### src/rtl/grp_irq_pkg.sv
package grp_irq_pkg;
  localparam int unsigned IRQ_SRC  = 15;
  localparam int unsigned IRQ_GRP  = 6;
  localparam int unsigned IRQ_LVLS = 4;
  localparam int unsigned IRQ_NEST = 4;
endpackage

### src/rtl/irq_flags.sv
module irq_flags #(
  parameter int unsigned N_SRC = 15
) (
  input  logic             clk_i,
  input  logic             rst_ni,
  input  logic [N_SRC-1:0] req_i,
  input  logic [N_SRC-1:0] clr_i,
  input  logic [N_SRC-1:0] ack_clr_i,
  output logic [N_SRC-1:0] flag_o
);
  logic [N_SRC-1:0] req_q, flag_q, rise;

  assign rise = req_i & ~req_q;

  always_ff @(posedge clk_i or negedge rst_ni) begin
    if (!rst_ni) begin
      req_q  <= '0;
      flag_q <= '0;
    end else begin
      req_q  <= req_i;
      // set beats clear
      flag_q <= (flag_q & ~clr_i & ~ack_clr_i) | rise;
    end
  end

  assign flag_o = flag_q;
endmodule

### src/rtl/irq_arb.sv
module irq_arb #(
  parameter int unsigned N_SRC = 15,
  parameter int unsigned N_GRP = 6,
  parameter int unsigned LVL_W = 2,
  parameter int unsigned IDX_W = 4
) (
  input  logic [N_SRC-1:0]       cand_i,
  input  logic [N_GRP*LVL_W-1:0] grp_prio_i,
  output logic                   vld_o,
  output logic [IDX_W-1:0]       idx_o,
  output logic [LVL_W-1:0]       lvl_o
);
  logic [LVL_W-1:0] src_lvl [N_SRC];

  for (genvar s = 0; s < N_SRC; s++) begin : g_lvl
    assign src_lvl[s] = grp_prio_i[(s % N_GRP)*LVL_W +: LVL_W];
  end

  // descending scan with >=: highest level, lowest index on ties
  always_comb begin
    vld_o = 1'b0;
    idx_o = '0;
    lvl_o = '0;
    for (int s = N_SRC-1; s >= 0; s--) begin
      if (cand_i[s] && (!vld_o || src_lvl[s] >= lvl_o)) begin
        vld_o = 1'b1;
        idx_o = IDX_W'(s);
        lvl_o = src_lvl[s];
      end
    end
  end
endmodule

### src/rtl/irq_lvl_stack.sv
module irq_lvl_stack #(
  parameter int unsigned NEST  = 4,
  parameter int unsigned LVL_W = 2
) (
  input  logic             clk_i,
  input  logic             rst_ni,
  input  logic             push_i,
  input  logic             pop_i,
  input  logic [LVL_W-1:0] lvl_i,
  output logic             any_o,
  output logic [LVL_W-1:0] top_o
);
  localparam int unsigned CNT_W = $clog2(NEST+1);

  logic [LVL_W-1:0] stk_q [NEST];
  logic [CNT_W-1:0] cnt_q;

  always_ff @(posedge clk_i or negedge rst_ni) begin
    if (!rst_ni) begin
      cnt_q <= '0;
      for (int i = 0; i < NEST; i++) stk_q[i] <= '0;
    end else if (pop_i && cnt_q != '0) begin
      cnt_q <= cnt_q - 1'b1;
      for (int i = 0; i < NEST-1; i++) stk_q[i] <= stk_q[i+1];
      stk_q[NEST-1] <= '0;
    end else if (push_i && cnt_q != CNT_W'(NEST)) begin
      cnt_q    <= cnt_q + 1'b1;
      stk_q[0] <= lvl_i;
      for (int i = 1; i < NEST; i++) stk_q[i] <= stk_q[i-1];
    end
  end

  assign any_o = (cnt_q != '0);
  assign top_o = stk_q[0];
endmodule

### src/rtl/grp_irq_ctrl.sv
module grp_irq_ctrl
  import grp_irq_pkg::*;
#(
  parameter int unsigned N_SRC = IRQ_SRC,
  parameter int unsigned N_GRP = IRQ_GRP,
  parameter int unsigned N_LVL = IRQ_LVLS,
  parameter int unsigned NEST  = IRQ_NEST,
  localparam int unsigned IDX_W = $clog2(N_SRC),
  localparam int unsigned LVL_W = $clog2(N_LVL)
) (
  input  logic                   clk_i,
  input  logic                   rst_ni,
  input  logic [N_SRC-1:0]       src_req_i,
  input  logic [N_SRC-1:0]       src_clr_i,
  input  logic [N_SRC-1:0]       src_en_i,
  input  logic                   glb_en_i,
  input  logic [N_SRC-1:0]       wake_mask_i,
  input  logic [N_GRP*LVL_W-1:0] grp_prio_i,
  input  logic                   ack_i,
  input  logic                   ret_i,
  output logic                   irq_o,
  output logic [IDX_W-1:0]       vec_o,
  output logic                   act_any_o,
  output logic [LVL_W-1:0]       act_lvl_o,
  output logic                   wake_o
);
  logic [N_SRC-1:0] flag, cand, ack_clr;
  logic             best_vld, take, stk_any;
  logic [IDX_W-1:0] best_idx;
  logic [LVL_W-1:0] best_lvl, stk_top;

  irq_flags #(.N_SRC(N_SRC)) i_flags (
    .clk_i, .rst_ni,
    .req_i     (src_req_i),
    .clr_i     (src_clr_i),
    .ack_clr_i (ack_clr),
    .flag_o    (flag)
  );

  assign cand = flag & src_en_i;

  irq_arb #(.N_SRC(N_SRC), .N_GRP(N_GRP), .LVL_W(LVL_W), .IDX_W(IDX_W)) i_arb (
    .cand_i     (cand),
    .grp_prio_i (grp_prio_i),
    .vld_o      (best_vld),
    .idx_o      (best_idx),
    .lvl_o      (best_lvl)
  );

  assign irq_o   = glb_en_i && best_vld && (!stk_any || best_lvl > stk_top);
  assign vec_o   = irq_o ? best_idx : '0;
  assign take    = ack_i && irq_o && !ret_i;
  assign ack_clr = take ? (N_SRC'(1) << best_idx) : '0;

  irq_lvl_stack #(.NEST(NEST), .LVL_W(LVL_W)) i_stack (
    .clk_i, .rst_ni,
    .push_i (take),
    .pop_i  (ret_i),
    .lvl_i  (best_lvl),
    .any_o  (stk_any),
    .top_o  (stk_top)
  );

  assign act_any_o = stk_any;
  assign act_lvl_o = stk_any ? stk_top : '0;
  assign wake_o    = |(cand & wake_mask_i);
endmodule

### config.mk
export PLATFORM = sky130hd
export DESIGN_NAME = grp_irq_ctrl
export DESIGN_NICKNAME = d
export VERILOG_FILES = /design/src/rtl/grp_irq_pkg.sv /design/src/rtl/irq_flags.sv /design/src/rtl/irq_arb.sv /design/src/rtl/irq_lvl_stack.sv /design/src/rtl/grp_irq_ctrl.sv
export SDC_FILE = /design/constraint.sdc
export NUM_CORES = 1
export LEC_CHECK = 0
export ABC_AREA = 1
export BUFFER_PORTS_ARGS = -buffer_cell sky130_fd_sc_hd__buf_2
export CAP_MARGIN = 15
export CORE_ASPECT_RATIO = 1.75
export CORE_UTILIZATION = 50
export DETAILED_ROUTE_END_ITERATION = 10
export PLACE_DENSITY_LB_ADDON = 0.25
export SLEW_MARGIN = 5
export SYNTH_ARGS = -nofsm -noshare
export SYNTH_HDL_FRONTEND = slang
export SYNTH_HIERARCHICAL = 1
export SYNTH_SLANG_ARGS = --single-unit
### constraint.sdc
create_clock -name clk_i -period 18.9 [get_ports clk_i]
set_clock_uncertainty 0.1 [all_clocks]
set_input_delay 2.835 -clock clk_i [delete_from_list [all_inputs] [get_ports clk_i]]
set_output_delay 2.835 -clock clk_i [all_outputs]
set_load 0.03 [all_outputs]
==> results of run 1 <==
## sequential cells by signal (all words and copies together), names as in the netlist
name,count
i_flags/req_q,15
i_stack/stk_q,6
i_stack/cnt_q,3
i_stack/top_o,2
i_flags/flag_o,15
## worst max-delay path, delay by kind of cell
family,cells,cell delay (ns)
and+or+nand+nor,63,6.07
buffers and inverters,18,1.53
AOI/OAI and AO/OA,19,1.47
adders and majority gates,15,3.93
## logic make-up (layout without fill, tap and decap cells)
kind of cell / count (synthesis) / after routing / synth area share
AO/OA/AOI/OAI: 49 / 49 / 0.0749
XOR/XNOR: 1 / 1 / 0.00238
adder cells (fa/ha/maj): 25 / 25 / 0.0851
buffers and inverters: 133 / 318 / 0.143
flip-flops: 41 / 41 / 0.279
AND/OR/NAND/NOR: 305 / 305 / 0.416
## power by group through the flow
stage	clock network, uW	logic, uW	registers (uW)
5_1_grt	114	365	122
6_report	108	337	120
3_3_place_gp	0	241	120
3_5_place_dp	0	248	121
4_1_cts	110	265	119
2_1_floorplan	0	169	116
## path summary, 6_finish.rpt
kind	end	slack, ns	depth (start not counted)
worst max-delay path	vec_o[0]	0.09	115
worst min-delay path	i_flags/flag_o[0]	0.37	3
worst max register to register	i_stack/stk_q[3]	4.75	119
worst min register to register	i_flags/flag_o[0]	0.37	3
max in group asynchronous	i_flags/req_q[14]	15.54	1
min in group asynchronous	i_flags/req_q[1]	2.58	1
## routing by layer
| layer | vias up | GRT usage | share of wire |
|---|---|---|---|
| met5 | - | 0 | 0 |
| met4 | 0 | 0.200 | 0.087 |
| met3 | 84 | 0.0344 | 0.042 |
| met2 | 174 | 0.574 | 0.55 |
| met1 | 2016 | 0.264 | 0.32 |
| li1 | 2081 | - | - |
## cell type report
| type | count | area, um^2 | share of cell area |
|---|---|---|---|
| timing repair buffer | 181 | 1200 | 0.210 |
| sequential | 41 | 1030 | 0.180 |
| clock buffer | 5 | 125 | 0.0219 |
| tap | 86 | 108 | 0.0188 |
| clock inverter | 3 | 65.1 | 0.0114 |
| multi-input combinational | 380 | 2700 | 0.472 |
| inverter | 129 | 489 | 0.0856 |
## cell usage in the layout, fill, tap and decap left out, types with 4 or more instances in the layout
master,count
nor2_1,33
o21ai_2,11
buf_6,11
dfrtp_1,41
ha_1,13
buf_4,91
nand3_2,14
nand4_1,5
o21ai_4,4
ha_4,12
and2_4,5
nor2_4,4
buf_2,79
o21ai_1,9
nor2_2,8
o21ai_0,7
nand3_4,7
nand3_1,48
clkbuf_16,5
nand2_1,109
nand2_4,27
inv_2,11
a21oi_1,6
a21oi_2,4
inv_1,116
nand2_2,31
## what timing repair did
action / CTS / global route
resized for setup: 40 / 127
endpoints found under the setup margin: 5 / 5
hold buffers: 0 / 0
setup buffers: 6 / 21
pin swaps: 27 / 93
## through the flow
step / hold slack, ns / std cells / setup slack [ns]
final: 0.366 / 825 / 0.0851
after global routing: 0.399 / 825 / -0.730
after CTS: 0.374 / 804 / 0.000295
after detailed placement: 0.365 / 790 / -1.09
after floorplan: 0.349 / 554 / 0.0679
after global placement: 0.362 / 790 / -0.497
==> summary.md, run 1 <==
| Metric | Value |
|---|---|
| Layout cells sized above 1 | `0.459` |
| Via density | `5.28` |
| Die Width | `66.8 um` |
| Critical Path Source | `src_en_i[14]` |
| Post-synth EDFFs | `0` |
| DP Area | `0.00469 mm^2` |
| Final TNS setup | `0 ns` |
| Crit Path Class | `in2out` |
| Final Net Count | `840` |
| Worst vdd ir | `0.000124 V` |
| Slowest cell on crit path | `or3b_4` |
| Rel. slew slack | `0.389` |
| GP Congestion | `0.929` |
| Flop pwr share | `0.213` |
| Fmax | `53.1 MHz` |
| Vias | `4355` |
| Most common cell in the netlist | `nand2_1` |
| Worst-Margin Slew | `0.916 ns` |
| Final Hold Vio Count | `0` |
| TritonCTS clock tree | `built` |
| Post-route DRC violation count | `0` |
| Total power | `566 uW` |
| Max Cap Viol | `0` |
| DP HPWL | `8750 um` |
| #FFs+latches synth | `41` |
| DIE HEIGHT | `115 um` |
| Syn Nets | `656` |
| P_sw | `239 uW` |
| Initial antenna violation count | `0` |
| Total die area | `0.00771 mm^2` |
| Number of I/O port buffers | `85` |
| Critical path's largest stage delay | `0.40 ns` |
| Register area share after synthesis | `0.279` |
| Final instance area | `0.00571 mm^2` |
| Clock sink count | `41` |
| FFs w/ async S/R, synth | `1.00` |
| CP startpoint kind | `primary input` |
| Total internal power | `327 uW` |
| Hold wc startpoint | `i_flags/req_q[0]` |
| Num CTS Buffers | `5` |
| Post-layout min period | `18.81 ns` |
| Dominant cells by area after synthesis | `dfrtp_1, nand2_1, inv_1` |
| Clk_lat worst skew | `0.29 ns` |
| I/O pins | `86` |
| Ys Warns | `6` |
| WL/cell | `15.6 um` |
| Slew Limit Fails | `0` |
| Leakage Power | `0.00316 uW` |
| Worst EP arrival | `15.88 ns` |
| RSZ-0062 raised after global routing | `yes` |
| Crit-path max FO | `5` |
| Top cell type's share of synthesized area | `0.279` |
| Antenna diodes | `0` |
| Max Root-Sink Buffers | `2` |
| Endpoint class of the critical path | `output pin` |
| Final setup viols | `0` |
| H-Tree Depth | `2` |
| Clk slew on worst S/H paths | `0.06 ns` |
| Clock root cell | `clkbuf_16` |
| Largest net degree at the start of global routing | `42` |
| Syn Inst Count | `554` |
| Synthesized area | `0.00368 mm^2` |
| Worst R2R Start | `i_flags/flag_o[14]` |
| Cell Pwr Density | `99.0 mW/mm^2` |
| First drt pass iteration count | `5` |
| Combinational Power Share | `0.596` |
| Most frequent cells after synthesis | `nand2_1, inv_1, nand3_1` |
| Core Util, Final | `0.795` |
| Core area | `0.00718 mm^2` |
| Clock group share of total power | `0.191` |
| Status | `completed` |
| WP data required | `15.97 ns` |
| GRT Total Usage | `0.293` |
| Initial DRC count | `265` |
| Mean post-synth cell area | `6.64 um^2` |
| Area leader, netlist | `dfrtp_1` |
| Fillers | `498` |
| First-pass GRT wire length | `16900 um` |
| Post-synth top flop | `dfrtp_1` |
| GRT overflow | `0` |
| Area delta synth->final | `55.4%` |
| Total Routed Length | `12900 um` |
| Worst hold path class | `reg2reg` |
| Net Sw Frac | `0.422` |
| Vias in the first global route | `4074` |
| Starting density of the core | `0.512` |
| Final Cycle Share | `0.995` |
| Placement Rows | `41` |
| Yosys cell types | `39` |
| ANT nets after route | `0` |
Power figures use the tool's default switching activity.
==> run 2, diff against run 1 <==
--- a/config.mk
+++ b/config.mk
@@ -11,7 +11,7 @@
 export CORE_ASPECT_RATIO = 1.75
 export CORE_UTILIZATION = 50
 export DETAILED_ROUTE_END_ITERATION = 10
-export PLACE_DENSITY_LB_ADDON = 0.25
+export PLACE_DENSITY = 0.78
 export SLEW_MARGIN = 5
 export SYNTH_ARGS = -nofsm -noshare
 export SYNTH_HDL_FRONTEND = slang
==> summary.md, run 2 (synthesis gave the netlist of run 1 again) <==
| Metric | Value |
|---|---|
| Worst vdd ir | `0.000114 V` |
| Area delta synth->final | `47.3%` |
| Total internal power | `289 uW` |
| I/O pins | `86` |
| DP Area | `0.00459 mm^2` |
| Combinational Power Share | `0.621` |
| Worst hold path class | `reg2reg` |
| Final Cycle Share | `0.985` |
| Crit-path max FO | `5` |
| Post-layout min period | `18.62 ns` |
| Max Cap Viol | `0` |
| Clk slew on worst S/H paths | `0.05 ns` |
| Vias in the first global route | `4020` |
| Placement Rows | `41` |
| Final TNS setup | `0 ns` |
| Initial DRC count | `252` |
| Cell Pwr Density | `95.8 mW/mm^2` |
| WL/cell | `14.8 um` |
| Worst EP arrival | `15.69 ns` |
| Number of I/O port buffers | `85` |
| Clock root cell | `clkbuf_16` |
| Status | `completed` |
| GRT overflow | `0` |
| H-Tree Depth | `2` |
| Worst r2r path cells | `116` |
| Num CTS Buffers | `5` |
| Starting density of the core | `0.512` |
| Fmax | `53.7 MHz` |
| Final Hold Vio Count | `0` |
| Area of the multi-input gates | `0.00261 mm^2` |
| GP Congestion | `0.940` |
| Final Net Count | `822` |
| Rel. slew slack | `0.399` |
| Via density | `5.19` |
| Slew Limit Fails | `0` |
| DP HPWL | `8530 um` |
| Worst-Margin Slew | `0.902 ns` |
| Largest net degree at the start of global routing | `42` |
| Core area | `0.00718 mm^2` |
| Antenna diodes | `0` |
| P_sw | `231 uW` |
| TritonCTS clock tree | `built` |
| Net Sw Frac | `0.444` |
| Max Root-Sink Buffers | `2` |
| Crit Path Class | `in2out` |
| Initial antenna violation count | `0` |
| WP data required | `15.97 ns` |
| Slowest cell on crit path | `or3b_4` |
| Leakage Power | `0.00301 uW` |
| GRT Total Usage | `0.285` |
| CP startpoint kind | `primary input` |
| First drt pass iteration count | `4` |
| Post-CTS Hold Buffers | `0` |
| Total Routed Length | `11900 um` |
| Total die area | `0.00771 mm^2` |
| DIE HEIGHT | `115 um` |
| Flop pwr share | `0.231` |
| Clk_lat worst skew | `0.28 ns` |
| Cell count after placement | `777` |
| Vias | `4179` |
| Endpoint class of the critical path | `output pin` |
| Final instance area | `0.00542 mm^2` |
| Critical path's largest stage delay | `0.40 ns` |
| Total power | `519 uW` |
| First-pass GRT wire length | `16600 um` |
| Most common cell after layout, fill and taps aside | `inv_1` |
| Seq. cell area | `0.00103 mm^2` |
| Die Width | `66.8 um` |
| ANT nets after route | `0` |
| Layout cells sized above 1 | `0.448` |
| Fillers | `546` |
| Hold path depth | `3` |
| RSZ-0062 raised after global routing | `yes` |
| Clock group share of total power | `0.148` |
| Clock sink count | `41` |
| Hold Slack | `0.375 ns` |
| Final non-filler cell total | `805` |
| Post-route DRC violation count | `0` |
| Final setup viols | `0` |
| Commonest non-fill, non-tap cells in the layout | `inv_1, nand2_1, buf_2` |
| CP most frequent cell | `nand2_2` |
## run 2: cell types whose count changed in the layout (fill, tap and decap cells not counted), sizes merged
cell and delta:
buf -18, bufinv -2
## run 2: per-stage QoR
step | setup slack [ns] | utilization
floorplan | 0.0679 | -
global placement | -0.627 | 0.639
detailed placement | -1.12 | 0.639
CTS | 0.00213 | 0.675
global route | -0.499 | 0.754
finish | 0.277 | 0.754
## run 2: what timing repair did
| action | in CTS | in global routing |
|---|---|---|
| setup buffers | 7 | 15 |
| pin swaps | 20 | 84 |
| resized for setup | 36 | 119 |
| setup endpoints to repair | 5 | 5 |
## run 2: per-layer routing
layer	part of all wire	vias up	global-route usage
met4	0.072	0	0.174
li1	-	2049	-
met5	0	-	0
met2	0.56	140	0.570
met1	0.34	1929	0.258
met3	0.033	61	0.0276
## run 2: cell type report
type | count | area share
Multi-Input combinational cell | 380 | 0.481
Timing Repair Buffer | 163 | 0.196
Sequential cell | 41 | 0.189
Inverter | 129 | 0.0898
Clock buffer | 5 | 0.0231
Tap cell | 86 | 0.0199
Clock inverter | 1 | 0.000924
## run 2: power groups by stage
| stage | Sequential (uW) | Clock [uW] | Combinational (uW) |
|---|---|---|---|
| after floorplan | 116 | 0 | 169 |
| after global placement | 120 | 0 | 230 |
| after detailed placement | 121 | 0 | 240 |
| after CTS | 120 | 78.6 | 255 |
| after global routing | 122 | 81.6 | 351 |
| final | 120 | 77.0 | 322 |
## run 2: path summary, 6_finish.rpt
kind / startpoint / to / slack [ns]
setup / recovery: src_en_i[14] / vec_o[1] / 0.28
setup reg to reg: i_flags/flag_o[14] / i_stack/stk_q[2] / 4.88
min in group asynchronous: rst_ni / i_flags/req_q[1] / 2.58
hold reg to reg: i_flags/req_q[9] / i_flags/flag_o[9] / 0.38
max in group asynchronous: rst_ni / i_flags/req_q[11] / 15.55
hold / removal: i_flags/req_q[9] / i_flags/flag_o[9] / 0.38
## run 2: worst max-delay path: cells and delay by family
kind | cells | cell delay [ns]
adders and majority gates | 15 | 3.90
and+or+nand+nor | 65 | 6.13
AOI/OAI and AO/OA | 19 | 1.77
buffers and inverters | 13 | 0.98
